$ cat src/rtl/phase_tune_pkg.sv
package phase_tune_pkg;
  localparam logic [2:0] MODE_SDR50  = 3'd2;
  localparam logic [2:0] MODE_SDR104 = 3'd3;
  localparam logic [2:0] MODE_HS200  = 3'd4;

  typedef enum logic [3:0] {
    ST_IDLE,
    ST_SWT,
    ST_TRY_DLL,
    ST_TRY_CMD,
    ST_EVAL,
    ST_CLEAN,
    ST_FIX_DLL,
    ST_RST_DAT,
    ST_RST_CMD,
    ST_FIN
  } tune_st_e;
endpackage

$ cat src/rtl/tune_run_tracker.sv
module tune_run_tracker #(
  parameter int PHASE_W = 7,
  parameter int LEN_W   = 6,
  parameter int TRIALS  = 32
) (
  input  logic               clk,
  input  logic               rst_n,
  input  logic               clr,
  input  logic               rec,
  input  logic               hit,
  input  logic [PHASE_W-1:0] phase,
  output logic [PHASE_W-1:0] best_start,
  output logic [LEN_W-1:0]   best_len
);
  logic               prev_q;
  logic [LEN_W-1:0]   run_len_q, nxt_len;
  logic [PHASE_W-1:0] run_start_q, nxt_start;

  always_comb begin
    nxt_len   = run_len_q;
    nxt_start = run_start_q;
    if (hit) begin
      if (prev_q) begin
        nxt_len = run_len_q + LEN_W'(1);
      end else begin
        nxt_len   = LEN_W'(1);
        nxt_start = phase;
      end
    end
  end

  always_ff @(posedge clk or negedge rst_n) begin
    if (!rst_n) begin
      prev_q      <= 1'b0;
      run_len_q   <= '0;
      run_start_q <= '0;
      best_len    <= '0;
      best_start  <= '0;
    end else if (clr) begin
      prev_q      <= 1'b0;
      run_len_q   <= '0;
      run_start_q <= '0;
      best_len    <= '0;
      best_start  <= '0;
    end else if (rec) begin
      prev_q      <= hit;
      run_len_q   <= nxt_len;
      run_start_q <= nxt_start;
      if (nxt_len > best_len) begin
        best_len   <= nxt_len;
        best_start <= nxt_start;
      end
    end
  end

  AST_RUN_BOUND: assert property (@(posedge clk) disable iff (!rst_n)
    run_len_q <= LEN_W'(TRIALS));
  AST_BEST_MONO: assert property (@(posedge clk) disable iff (!rst_n)
    !clr |=> best_len >= $past(best_len));
  AST_NEW_RUN: assert property (@(posedge clk) disable iff (!rst_n)
    (rec && hit && !prev_q && !clr) |=> run_len_q == LEN_W'(1));
endmodule

$ cat src/rtl/tune_phase_pick.sv
module tune_phase_pick #(
  parameter int PHASE_W = 7,
  parameter int LEN_W   = 6,
  parameter int STEP    = 4
) (
  input  logic [PHASE_W-1:0] best_start,
  input  logic [LEN_W-1:0]   best_len,
  output logic [PHASE_W-1:0] pick
);
  logic [LEN_W+1:0] triple;
  logic [LEN_W-1:0] quarter;

  always_comb begin
    triple  = {2'b00, best_len} + {1'b0, best_len, 1'b0};
    quarter = triple[LEN_W+1:2];
    pick    = best_start + PHASE_W'(int'(quarter) * STEP);
  end
endmodule

$ cat src/rtl/rx_phase_tuner.sv
module rx_phase_tuner
  import phase_tune_pkg::*;
#(
  parameter int PHASE_W = 7,
  parameter int STEP    = 4,
  parameter int TRIALS  = 32
) (
  input  logic               clk,
  input  logic               rst_n,
  input  logic               start,
  input  logic [2:0]         bus_mode,
  input  logic               cap_tune_sdr50,
  input  logic               sclk_sel,
  output logic               sclk_clr,
  output logic               dll_req,
  output logic [PHASE_W-1:0] dll_phase,
  input  logic               dll_ack,
  output logic               dll_force,
  output logic               dll_swt,
  output logic               cmd_req,
  input  logic               cmd_done,
  input  logic               cmd_ok,
  output logic               rst_dat_req,
  input  logic               rst_dat_ack,
  output logic               rst_cmd_req,
  input  logic               rst_cmd_ack,
  output logic               done,
  output logic               error
);
  localparam int LEN_W = $clog2(TRIALS + 1);
  localparam logic [PHASE_W-1:0] PHASE_LAST = PHASE_W'(STEP * (TRIALS - 1));

  tune_st_e           st_q;
  logic [PHASE_W-1:0] phase_q, best_start, pick;
  logic [LEN_W-1:0]   best_len;
  logic               err_q, swt_q, force_q, need_tune, rec, trk_clr;

  assign need_tune = (bus_mode == MODE_HS200) || (bus_mode == MODE_SDR104) ||
                     ((bus_mode == MODE_SDR50) && cap_tune_sdr50);
  assign rec     = (st_q == ST_TRY_CMD) && cmd_done;
  assign trk_clr = (st_q == ST_SWT);

  tune_run_tracker #(.PHASE_W(PHASE_W), .LEN_W(LEN_W), .TRIALS(TRIALS)) u_trk (
    .clk(clk), .rst_n(rst_n), .clr(trk_clr), .rec(rec), .hit(cmd_ok),
    .phase(phase_q), .best_start(best_start), .best_len(best_len)
  );

  tune_phase_pick #(.PHASE_W(PHASE_W), .LEN_W(LEN_W), .STEP(STEP)) u_pick (
    .best_start(best_start), .best_len(best_len), .pick(pick)
  );

  always_ff @(posedge clk or negedge rst_n) begin
    if (!rst_n) begin
      st_q    <= ST_IDLE;
      phase_q <= '0;
      err_q   <= 1'b0;
      swt_q   <= 1'b0;
      force_q <= 1'b0;
    end else begin
      case (st_q)
        ST_IDLE: if (start) begin
          err_q <= 1'b0;
          st_q  <= need_tune ? ST_SWT : ST_FIN;
        end
        ST_SWT: begin
          swt_q   <= 1'b1;
          phase_q <= '0;
          st_q    <= ST_TRY_DLL;
        end
        ST_TRY_DLL: if (dll_ack) begin
          force_q <= 1'b1;
          st_q    <= ST_TRY_CMD;
        end
        ST_TRY_CMD: if (cmd_done) begin
          if (phase_q == PHASE_LAST) begin
            st_q <= ST_EVAL;
          end else begin
            phase_q <= phase_q + PHASE_W'(STEP);
            st_q    <= ST_TRY_DLL;
          end
        end
        ST_EVAL: begin
          if (best_len == '0 || !sclk_sel) begin
            err_q <= 1'b1;
            st_q  <= ST_CLEAN;
          end else begin
            st_q  <= ST_FIX_DLL;
          end
        end
        ST_CLEAN: begin
          swt_q   <= 1'b0;
          force_q <= 1'b0;
          st_q    <= ST_RST_DAT;
        end
        ST_FIX_DLL: if (dll_ack) st_q <= ST_RST_DAT;
        ST_RST_DAT: if (rst_dat_ack) st_q <= ST_RST_CMD;
        ST_RST_CMD: if (rst_cmd_ack) st_q <= ST_FIN;
        ST_FIN:  st_q <= ST_IDLE;
        default: st_q <= ST_IDLE;
      endcase
    end
  end

  assign dll_req     = (st_q == ST_TRY_DLL) || (st_q == ST_FIX_DLL);
  assign dll_phase   = (st_q == ST_FIX_DLL) ? pick : phase_q;
  assign cmd_req     = (st_q == ST_TRY_CMD);
  assign rst_dat_req = (st_q == ST_RST_DAT);
  assign rst_cmd_req = (st_q == ST_RST_CMD);
  assign sclk_clr    = (st_q == ST_CLEAN);
  assign dll_force   = force_q;
  assign dll_swt     = swt_q;
  assign done        = (st_q == ST_FIN);
  assign error       = done && err_q;

  AST_DLL_HOLD: assert property (@(posedge clk) disable iff (!rst_n)
    (dll_req && !dll_ack) |=> (dll_req && $stable(dll_phase)));
  AST_CMD_HOLD: assert property (@(posedge clk) disable iff (!rst_n)
    (cmd_req && !cmd_done) |=> cmd_req);
  AST_REQ_EXCL: assert property (@(posedge clk) disable iff (!rst_n)
    !(dll_req && cmd_req));
  AST_CMD_AFTER_DLL: assert property (@(posedge clk) disable iff (!rst_n)
    $rose(cmd_req) |-> $past(dll_ack));
  AST_SWT_IN_SWEEP: assert property (@(posedge clk) disable iff (!rst_n)
    cmd_req |-> dll_swt);
  AST_CLEAN_DROP: assert property (@(posedge clk) disable iff (!rst_n)
    sclk_clr |=> (!dll_swt && !dll_force));
  AST_RST_ORDER: assert property (@(posedge clk) disable iff (!rst_n)
    $rose(rst_cmd_req) |-> $past(rst_dat_ack));
  AST_DONE_PULSE: assert property (@(posedge clk) disable iff (!rst_n)
    done |=> !done);
  AST_ERR_IN_DONE: assert property (@(posedge clk) disable iff (!rst_n)
    error |-> done);
endmodule

$ cat config.mk
export PLATFORM = sky130hd
export DESIGN_NAME = rx_phase_tuner
export DESIGN_NICKNAME = d
export VERILOG_FILES = /design/src/rtl/phase_tune_pkg.sv /design/src/rtl/tune_run_tracker.sv /design/src/rtl/tune_phase_pick.sv /design/src/rtl/rx_phase_tuner.sv
export SDC_FILE = /design/constraint.sdc
export NUM_CORES = 1
export LEC_CHECK = 0
export ABC_AREA = 1
export CAP_MARGIN = 0
export CORE_UTILIZATION = 46
export CTS_BUF_LIST = sky130_fd_sc_hd__clkbuf_8
export CTS_CLUSTER_SIZE = 12
export DETAILED_ROUTE_END_ITERATION = 16
export GPL_TIMING_DRIVEN = 1
export PLACE_DENSITY = 0.74
export SYNTH_ARGS = -nofsm -noshare
export SYNTH_HDL_FRONTEND = slang
export SYNTH_SLANG_ARGS = --single-unit
$ cat constraint.sdc
create_clock -name clk -period 3.79 [get_ports clk]
set_input_delay 1.137 -clock clk [delete_from_list [all_inputs] [get_ports clk]]
set_output_delay 1.137 -clock clk [all_outputs]
set_load 0.02 [all_outputs]
==> impl_metrics.csv, run 1 <==
group,metric,value,unit
run_status,result_of_the_run,"completed",
timing,worst-slew-pin-transition,0.879,ns
cells_and_area,post_layout_nonfiller_instances,497,
floorplan,rows,27,
power,irDropWorstVdd,0.338,mV
grt,total_gr_overflow,0,
place,place.detailed.instances,479,
timing,setup-tns-final,0,ns
logic_synthesis,synth_area_per_cell,7.28,um^2
logic_synthesis,ys_warn_count,0,
floorplan,ioPinCount,29,
worst_setup_path,cp_max_fo,4,
timing,setup_violations,0,
clock_network,clock_transition_at_the_registers_of_the_reported_paths,0.07,ns
clock_network,cts_root_buffer,"clkbuf_8",
cells_and_area,area.growth.synth_to_final,26.8,%
timing,slew-limit-headroom,41.4,%
timing,max_clock_freq,0.265,GHz
worst_setup_path,critical_path_class,"reg -> out",
floorplan,initial_core_util,48.6,%
cells_and_area,ratio_of_cells_with_drive_above_1_in_the_final_layout,17.4,%
logic_synthesis,syn_area,2710,um^2
routing,routed_wirelength,6.28,mm
cells_and_area,register_area,976,um^2
clock_network,clock_tree_from_tritoncts,"done",
worst_hold_path,hold_path.class,"reg -> reg",
logic_synthesis,synth.distinct_cells,32,
logic_synthesis,postSynthCellCount,372,
grt,groute.usage.overall,22.0,%
worst_setup_path,critPathLaunchType,"flip-flop",
floorplan,placeableCoreArea,5570,um^2
cells_and_area,fillcell_total,487,
clock_network,htree_num_levels,2,
timing,grt_setup_unrepaired,"yes",
grt,grt_pass1_vias,2424,
logic_synthesis,synth.top_cell.area_share,36.1,%
floorplan,vertical_die_dimension,78.7,um
cells_and_area,antennaDiodeCount,0,
cells_and_area,fin_nets,457,
logic_synthesis,synth.ff_latch_count,39,
floorplan,floorplan.die.width,78.7,um
cells_and_area,layout.cells.most_common,"nand2_1",
worst_setup_path,worst_setup_path_end_kind,"output port",
routing,detailedRoute.firstIterationViolations,195,
worst_setup_path,worst-r2r-setup-slack,1.48,ns
cells_and_area,multi_input_area,1590,um^2
place,io_buffer_count,28,
clock_network,cts_made_buffers,5,
job,timing.max_cap.violations,0,
routing,vias,2534,
worst_setup_path,critPathArrivalTime,2.64,ns
cells_and_area,leading_cell_types_in_the_layout_fill_and_taps_excluded,"nand2_1 (101), inv_1 (46), dfrtp_1 (39)",
worst_hold_path,min_from,"u_trk.best_start[1]$_DFFE_PN0P_",
grt,grt_max_degree,40,
timing,fin_skew,0.00805,ns
logic_synthesis,synthTopCellsByArea,"dfrtp_1 (36%), nand2_1 (14%), ha_1 (8.3%)",
power,p_per_area,756,nW/um^2
routing,route.layer.met1.wl,2.96,mm
floorplan,design.die.area,6190,um^2
power,static-leakage-power,1.74,nW
place,gpl.final_weighted_congestion,0.960,
grt,first_pass_grt_wire_length,10.7,mm
timing,timing.final.max_slew_violations,0,
logic_synthesis,synth_seq_area_share,36.1,%
clock_network,clock_latency,0.29,ns
timing,final.min_clock_period,3.78,ns
worst_setup_path,cp.required,2.65,ns
clock_network,clock_path_buffers,2,
grt,antenna_found_initial,0,
worst_setup_path,timing.critical_path.from,"u_trk.best_len[2]$_DFFE_PN0P_",
timing,fin_crit_sh,99.7,%
timing,finalHoldViolCount,0,
worst_setup_path,startpoint_of_the_lowest_slack_register_to_register_path,"u_trk.run_len_q[0]$_DFFE_PN0P_",
routing,drcViolationCount,0,
routing,routed-wl-met2,2.98,mm
place,detailed_place_hpwl,4.70,mm
routing,routed_via_density,5.10,
clock_network,cts-hold-fix-buffers,0,
routing,route.antenna.remaining_nets,0,
routing,post_drt_wl_per_cell,12.6,um
logic_synthesis,synth_top_cell_by_area,"dfrtp_1",
routing,routed-wl-met3,227,um
routing,drtPass1Iterations,5,
logic_synthesis,synth_nets,405,
routing,dr.max_layer_used,"met4",
clock_network,tritoncts_num_sinks,39,
-- area by class of cell --
type / count / area share, %
multi-input combinational: 271 / 46.3
timing repair buffer: 51 / 12.9
clock inverter: 2 / 1.02
inverter: 56 / 6.27
tap: 72 / 2.63
clock buffer: 6 / 2.41
sequential: 39 / 28.4
-- kinds of logic after synthesis --
family                     count (synthesis)  synth area share (%)
adders and majority gates                 20                  9.80
and+or+nand+nor                          190                  31.7
DFF                                       39                  36.1
buffers and inverters                     62                  9.48
xor gates and xnor gates                   7                  2.27
AOI/OAI and AO/OA                         54                  10.7
-- report_power, final --
part / total [W] / internal [W] / leakage (nW) / switching (W)
clock network: 0.000359 / 0.000213 / 0.0612 / 0.000146
logic: 0.00157 / 0.000644 / 1.17 / 0.000931
registers: 0.000661 / 0.000551 / 0.503 / 0.000110
-- per-layer routing --
| layer | vias up | GRT usage (%) |
|---|---|---|
| met1 | 1168 | 28.6 |
| met4 | 0 | 8.15 |
| met3 | 11 | 3.68 |
| li1 | 1297 | - |
| met2 | 58 | 36.6 |
| met5 | - | 0 |
-- path summary, 6_finish.rpt --
check,cells after the start,endpoint
max,12,dll_phase[5]
min,2,u_trk.best_start[1]$_DFFE_PN0P_
max reg2reg,16,u_trk.best_start[3]$_DFFE_PN0P_
min reg2reg,2,u_trk.best_start[1]$_DFFE_PN0P_
max in group asynchronous,1,u_trk.best_len[1]$_DFFE_PN0P_
min in group asynchronous,1,st_q[3]$_DFFE_PN0P_
-- synth_stat cells --
master	n
inv_1	49
nand2_4	1
fa_1	2
nor3_1	7
nand3b_1	3
a211oi_1	1
buf_6	1
o21ai_1	5
ha_1	18
xnor2_1	3
a21oi_1	16
inv_2	5
nor2_1	30
nand2_1	104
buf_2	3
nor2_8	2
nand2_2	6
nand4_1	2
o21ai_0	26
buf_4	2
inv_4	2
nor3b_1	2
nor2_2	2
o211ai_1	1
dfrtp_1	39
a21o_1	1
o21bai_1	3
o32ai_1	1
xor2_1	4
nand3_1	28
nor2_4	2
nand2b_1	1
-- critical path, stage by stage, from the launching register on --
cell and delay [ns]:
dfrtp_1 0.41, buf_6 0.13, buf_4 0.13, ha_4 0.26, nand2_4 0.05, o21ai_4 0.17, xor2_1 0.20, ha_1 0.31
a21oi_2 0.16, nand2_1 0.09, xnor2_1 0.13, o21ai_1 0.15, buf_4 0.16
-- per-stage QoR --
step                utilization, %  instance area [um^2]  worst slack (ns)  power [W]  hold slack, ns
floorplan                        -                  2710             0.401    0.00163           0.442
global placement              56.1                  3130            -0.125    0.00199           0.461
detailed placement            56.1                  3130            -0.201    0.00202           0.464
CTS                           59.0                  3290            -0.156    0.00243           0.483
global route                  61.5                  3430            -0.116    0.00282           0.537
finish                        61.5                  3430            0.0125    0.00259           0.480
-- timing repair --
| item | CTS | global route |
|---|---|---|
| gates resized for setup | 16 | 28 |
| setup endpoints to repair | 4 | 4 |
| pin swaps | 1 | 16 |
| buffers inserted | 6 | 5 |
-- sequential cells by signal, indices dropped and copies added, names as in the netlist --
register / cells
u_trk.run_len_q: 6
u_trk.best_start: 7
u_trk.run_start_q: 7
phase_q: 5
err_q: 1
u_trk.best_len: 6
dll_force: 1
dll_swt: 1
u_trk.prev_q: 1
st_q: 4
Power figures use the tool's default switching activity.
==> run 2: changes to the inputs <==
--- a/config.mk
+++ b/config.mk
@@ -7,11 +7,13 @@
 export LEC_CHECK = 0
 export ABC_AREA = 1
 export CAP_MARGIN = 0
+export CORE_MARGIN = 2
 export CORE_UTILIZATION = 46
 export CTS_BUF_LIST = sky130_fd_sc_hd__clkbuf_8
 export CTS_CLUSTER_SIZE = 12
 export DETAILED_ROUTE_END_ITERATION = 16
 export GPL_TIMING_DRIVEN = 1
+export HOLD_SLACK_MARGIN = 0.05
 export PLACE_DENSITY = 0.74
 export SYNTH_ARGS = -nofsm -noshare
 export SYNTH_HDL_FRONTEND = slang
==> run 2 against run 1 <==
The flow now finishes with violations (negative setup slack). Utilization decreased by 1.0 points. Clock power increased by 16%. Sequential power increased by 0.6%. Routed wire length increased by 0.43%. Total power about the same. Critical path depth unchanged. Cell count increased by 0.40%. Via count increased by 0.47%. Flip-flop and latch count unchanged. Clock skew about the same. Count of clock-buffer cells in the layout decreased by 1. Final area decreased by 1.1%. Critical endpoint is now dll_phase[4]. Largest cell class unchanged.
==> impl_metrics.csv, run 2 (same netlist as run 1, synthesis figures left out) <==
group,metric,value,unit
run_status,result_of_the_run,"complete, but fails checks",
run_status,failed_checks,"negative setup slack",
cells_and_area,antennaDiodeCount,0,
worst_setup_path,critPathArrivalTime,2.66,ns
power,static-leakage-power,1.73,nW
cells_and_area,area.growth.synth_to_final,25.4,%
grt,antenna_found_initial,0,
timing,fin_crit_sh,100,%
grt,grt_pass1_vias,2406,
clock_network,clock_transition_at_the_registers_of_the_reported_paths,0.09,ns
timing,max_clock_freq,0.263,GHz
place,io_buffer_count,28,
routing,post_drt_wl_per_cell,12.6,um
routing,drcViolationCount,0,
routing,route.layer.met1.wl,2.92,mm
routing,routed_wirelength,6.30,mm
cells_and_area,layout.cells.most_common,"nand2_1",
cells_and_area,ratio_of_cells_with_drive_above_1_in_the_final_layout,16.2,%
routing,vias,2546,
cells_and_area,fillcell_total,511,
worst_setup_path,cp_max_fo,4,
floorplan,initial_core_util,48.3,%
grt,groute.usage.overall,21.4,%
routing,dr.max_layer_used,"met4",
timing,setup_violations,2,
place,pre_cts_slack,-0.181,ns
clock_network,cts_made_buffers,5,
clock_network,cts_root_buffer,"clkbuf_8",
floorplan,placeableCoreArea,5610,um^2
timing,final.min_clock_period,3.80,ns
worst_setup_path,worst_setup_path_end_kind,"output port",
timing,fin_skew,0.00811,ns
power,p_int,0.00144,W
floorplan,design.die.area,6510,um^2
cells_and_area,registers_with_the_most_flip_flops,"u_trk.best_start: 7 flops, u_trk.run_start_q: 7 flops",
clock_network,cts-hold-fix-buffers,0,
floorplan,vertical_die_dimension,80.7,um
timing,slew-limit-headroom,41.9,%
power,power,0.00260,W
cells_and_area,post_layout_nonfiller_instances,499,
worst_setup_path,critical_path_class,"reg -> out",
power,seq_power_share,25.6,%
timing,final.setup.worst_slack,-0.00935,ns
worst_setup_path,critPathLaunchType,"flip-flop",
place,gpl.final_weighted_congestion,0.915,
routing,detailedRoute.firstIterationViolations,159,
clock_network,tritoncts_num_sinks,39,
job,timing.max_cap.violations,0,
routing,routed-wl-met2,3.02,mm
floorplan,rows,27,
routing,route.antenna.remaining_nets,0,
timing,worst-slew-pin-transition,0.872,ns
timing,finalHoldViolCount,0,
clock_network,clock_tree_from_tritoncts,"done",
place,place.detailed.instances,485,
cells_and_area,leading_cell_types_in_the_layout_fill_and_taps_excluded,"nand2_1 (103), inv_1 (47), dfrtp_1 (37)",
floorplan,floorplan.die.width,80.7,um
power,clockPowerShare,16.1,%
routing,routed_via_density,5.10,
clock_network,htree_num_levels,2,
worst_hold_path,hold_path.class,"reg -> reg",
worst_setup_path,cp.required,2.65,ns
grt,total_gr_overflow,0,
grt,grt_max_degree,40,
timing,timing.final.max_slew_violations,0,
power,pwr-share-comb,58.3,%
power,irDropWorstVdd,0.355,mV
power,p_sw,0.00115,W
routing,routed-wl-met3,282,um
timing,grt_setup_unrepaired,"yes",
power,swShare,44.4,%
clock_network,clock_path_buffers,2,
routing,drtPass1Iterations,4,
power,p_per_area,764,nW/um^2
place,detailed_place_hpwl,4.71,mm
clock_network,clock_latency,0.30,ns
floorplan,ioPinCount,29,
grt,first_pass_grt_wire_length,10.8,mm
cells_and_area,fin_nets,459,
## run 2: cell types whose count changed in the layout (fill, tap and decap cells not counted), moves of 2 or more
cell / change
a21oi_1: +2
ha_4: -2
ha_1: +2
buf_4: +3
dfrtp_2: +2
nand2_1: +2
dfrtp_1: -2
## run 2: metal layers
metal / global-route usage [%] / vias to the layer above
li1: - / 1293
met1: 28.9 / 1180
met2: 34.9 / 67
met3: 4.04 / 6
met4: 6.95 / 0
met5: 0 / -
## run 2: cell type report
type	count	area, um^2	area share (%)
Tap cell	72	90.1	2.65
Sequential cell	39	978	28.8
Clock inverter	3	67.6	1.99
Multi-Input combinational cell	271	1520	44.7
Timing Repair Buffer	53	457	13.5
Inverter	56	215	6.34
Clock buffer	5	68.8	2.03
## run 2: final timing paths
check | to | start | slack (ns) | depth (start not counted)
min in group asynchronous | u_trk.run_len_q[4]$_DFFE_PN0P_ | rst_n | 0.95 | 1
setup / recovery | dll_phase[4] | u_trk.best_len[1]$_DFFE_PN0P_ | -0.009 | 12
hold / removal | u_trk.best_start[1]$_DFFE_PN0P_ | u_trk.best_start[1]$_DFFE_PN0P_ | 0.48 | 2
max in group asynchronous | u_trk.best_len[1]$_DFFE_PN0P_ | rst_n | 2.24 | 1
setup reg to reg | u_trk.best_len[4]$_DFFE_PN0P_ | u_trk.run_len_q[1]$_DFFE_PN0P_ | 1.54 | 16
hold reg to reg | u_trk.best_start[1]$_DFFE_PN0P_ | u_trk.best_start[1]$_DFFE_PN0P_ | 0.48 | 2
## run 2: power groups by stage
stage	sequential, W	combinational, W	clock, W
after global routing	0.000681	0.00172	0.000444
final	0.000665	0.00151	0.000417
after detailed placement	0.000668	0.00138	0
after floorplan	0.000647	0.000984	0
after CTS	0.000660	0.00141	0.000422
after global placement	0.000662	0.00137	0
## run 2: repair_timing
item | in CTS | in global routing
gates resized for setup | 14 | 18
setup buffers | 1 | 5
pin swaps | 1 | 9
endpoints found under the setup margin | 4 | 4
## run 2: critical path, cell delays in order (launching register included)
cell and delay (ns):
dfrtp_2 0.45, nand2_2 0.08, inv_2 0.04, fa_2 0.56, ha_4 0.14, inv_2 0.04
fa_2 0.35, buf_4 0.14, buf_4 0.12, xnor2_1 0.14, nand2_1 0.06, o21ai_0 0.07
buf_2 0.18
## run 2: metrics by stage
stage | TNS, ns | area [um^2] | utilization (%) | hold slack [ns]
6_report | -0.0163 | 3390 | 60.5 | 0.482
5_1_grt | -0.384 | 3390 | 60.5 | 0.522
4_1_cts | -0.147 | 3310 | 59.0 | 0.484
3_5_place_dp | -0.393 | 3170 | 56.6 | 0.463
3_3_place_gp | -0.191 | 3170 | 56.6 | 0.458
2_1_floorplan | 0 | 2710 | - | 0.442
==> run 3: changes to the inputs <==
--- a/config.mk
+++ b/config.mk
@@ -18,3 +18,4 @@
 export SYNTH_ARGS = -nofsm -noshare
 export SYNTH_HDL_FRONTEND = slang
 export SYNTH_SLANG_ARGS = --single-unit
+export TNS_END_PERCENT = 1
==> run 3 against run 2 <==
The run now ends clean. Via count grew 0.27%. Critical path depth grew 2. Clock skew grew 0.0019 ns. Utilization shrank 0.13 points. Combinational power is essentially flat. First-iteration DRC count shrank 1.3%. Maximum frequency grew 0.34%. Routed wire length shrank 0.67%. Critical path type unchanged. Largest cell class unchanged.
==> impl_metrics.csv, run 3 (same netlist as run 1, synthesis figures left out) <==
group,metric,value,unit
worst_hold_path,min_from,"u_trk.best_start[1]$_DFFE_PN0P_",
power,p_sw,0.00115,W
routing,route.antenna.remaining_nets,0,
worst_setup_path,cp_max_fo,4,
cells_and_area,post-route-cell-area,3390,um^2
timing,max_clock_freq,0.264,GHz
worst_setup_path,timing.critical_path.from,"u_trk.best_len[1]$_DFFE_PN0P_",
grt,total_gr_overflow,0,
worst_setup_path,rr_endpoint,"u_trk.best_len[4]$_DFFE_PN0P_",
power,irDropWorstVdd,0.356,mV
clock_network,tritoncts_num_sinks,39,
place,gpl.final_weighted_congestion,0.915,
worst_setup_path,capture_point_of_the_critical_path,"dll_phase[6]",
cells_and_area,area.growth.synth_to_final,25.2,%
power,p_per_area,760,nW/um^2
worst_setup_path,critPathArrivalTime,2.65,ns
timing,slew-limit-headroom,42.0,%
worst_setup_path,critical_path.cell_chain,"nand2_2, inv_2, fa_2, ha_4, inv_2, fa_2, nand3b_1, nand2_1, nand2b_1, nand2_1, nand2_1, nand3_1, nand2_1, buf_6",
cells_and_area,antennaDiodeCount,0,
grt,antenna_found_initial,0,
clock_network,clock_transition_at_the_registers_of_the_reported_paths,0.09,ns
worst_setup_path,critical_path_class,"reg -> out",
place,io_buffer_count,28,
clock_network,clock_latency,0.30,ns
routing,routed_wirelength,6.26,mm
power,p_int,0.00143,W
cells_and_area,leading_cell_types_in_the_layout_fill_and_taps_excluded,"nand2_1 (103), inv_1 (47), dfrtp_1 (37)",
worst_setup_path,startpoint_of_the_lowest_slack_register_to_register_path,"u_trk.run_len_q[1]$_DFFE_PN0P_",
timing,final.min_clock_period,3.79,ns
routing,detailedRoute.firstIterationViolations,157,
place,detailed_place_hpwl,4.71,mm
job,timing.max_cap.violations,0,
timing,setup_violations,0,
clock_network,cts_made_buffers,5,
clock_network,htree_num_levels,2,
timing,final.setup.worst_slack,0.00341,ns
clock_network,cts-hold-fix-buffers,0,
grt,groute.usage.overall,21.4,%
cells_and_area,registers_with_the_most_flip_flops,"u_trk.best_start: 7 flops, u_trk.run_start_q: 7 flops",
worst_setup_path,critical_path.most_common_cell,"nand2_1",
timing,timing.final.max_slew_violations,0,
power,pwr-share-comb,57.9,%
grt,grt_max_degree,40,
timing,hold_slack,0.483,ns
grt,first_pass_grt_wire_length,10.8,mm
timing,worst-slew-pin-transition,0.870,ns
cells_and_area,fin_nets,459,
floorplan,rows,27,
cells_and_area,layout.core_utilization,60.4,%
routing,routed_via_density,5.12,
routing,post_drt_wl_per_cell,12.5,um
worst_setup_path,worst_setup_path_end_kind,"output port",
floorplan,vertical_die_dimension,80.7,um
timing,fin_crit_sh,99.9,%
worst_setup_path,critical-path-top-delay-family,"adder cells",
timing,fin_skew,0.00999,ns
worst_setup_path,cp.required,2.65,ns
cells_and_area,layout.cells.most_common,"nand2_1",
worst_setup_path,critical-path-slowest-cell,"fa_2",
routing,vias,2553,
power,clockPowerShare,16.3,%
timing,finalHoldViolCount,0,
routing,drcViolationCount,0,
power,static-leakage-power,1.73,nW
worst_setup_path,worst-r2r-setup-slack,1.53,ns
grt,grt_pass1_vias,2404,
worst_setup_path,critPathLaunchType,"flip-flop",
floorplan,ioPinCount,29,
routing,drtPass1Iterations,5,
worst_setup_path,longest_individual_stage_delay_on_the_worst_path,0.55,ns
worst_setup_path,cp.depth,14,
clock_network,clock_path_buffers,2,
worst_setup_path,worst-r2r-cell-count,16,
place,pre_cts_slack,-0.181,ns
power,power,0.00258,W
power,seq_power_share,25.8,%
floorplan,placeableCoreArea,5610,um^2
run_status,result_of_the_run,"completed",
clock_network,cts_root_buffer,"clkbuf_8",
floorplan,initial_core_util,48.3,%
clock_network,clock_tree_from_tritoncts,"done",
power,swShare,44.6,%
place,placedInstanceArea,3170,um^2
timing,grt_setup_unrepaired,"yes",
floorplan,design.die.area,6510,um^2
floorplan,floorplan.die.width,80.7,um
worst_hold_path,hold_path.class,"reg -> reg",
worst_setup_path,critPathBufInv,3,
cells_and_area,ratio_of_cells_with_drive_above_1_in_the_final_layout,16.4,%
run 3: repair_timing:
| action | CTS | global route |
|---|---|---|
| endpoints found under the setup margin | 4 | 4 |
| setup buffers | 1 | 5 |
| gates resized for setup | 9 | 22 |
| gates cloned | 0 | 0 |
| pin swaps | 1 | 6 |
run 3: cell type report:
cell class | count | area [um^2]
well taps | 72 | 90.1
fillers | 519 | 2220
flip-flops and latches | 39 | 978
clock buffers | 5 | 68.8
multi-input cells | 271 | 1510
clock inverters | 3 | 67.6
inverters | 56 | 215
repair buffers | 53 | 455
run 3: how the worst min path moves through the flow:
stage	endpoint	cells past startpoint
floorplan	u_trk.best_start[0]$_DFFE_PN0P_	2
global placement	u_trk.best_start[0]$_DFFE_PN0P_	2
detailed placement	u_trk.best_start[1]$_DFFE_PN0P_	2
CTS	u_trk.best_start[1]$_DFFE_PN0P_	2
global route	u_trk.best_start[1]$_DFFE_PN0P_	2
finish	u_trk.best_start[1]$_DFFE_PN0P_	2
run 3: routing by layer:
metal | global-route usage, % | vias to the layer above | wire, um
met5 | 0 | - | 0
met4 | 6.95 | 0 | 80
met3 | 4.04 | 7 | 292
met2 | 34.9 | 74 | 3010
met1 | 28.8 | 1181 | 2880
li1 | - | 1291 | -
run 3: tightest hold or removal path: stages (launching register included):
cell and delay [ns]:
dfrtp_1 0.35, nand2_1 0.06, nand2_1 0.05
run 3: power by group through the flow:
stage | Combinational (W) | Sequential (W) | Clock [W]
6_report | 0.00149 | 0.000665 | 0.000419
5_1_grt | 0.00170 | 0.000681 | 0.000444
4_1_cts | 0.00141 | 0.000660 | 0.000422
3_5_place_dp | 0.00138 | 0.000668 | 0
3_3_place_gp | 0.00137 | 0.000662 | 0
2_1_floorplan | 0.000984 | 0.000647 | 0
run 3: stage by stage:
stage | setup TNS, ns | cells
2_1_floorplan | 0 | 372
3_3_place_gp | -0.191 | 485
3_5_place_dp | -0.393 | 485
4_1_cts | -0.361 | 494
5_1_grt | -0.241 | 499
6_report | 0 | 499
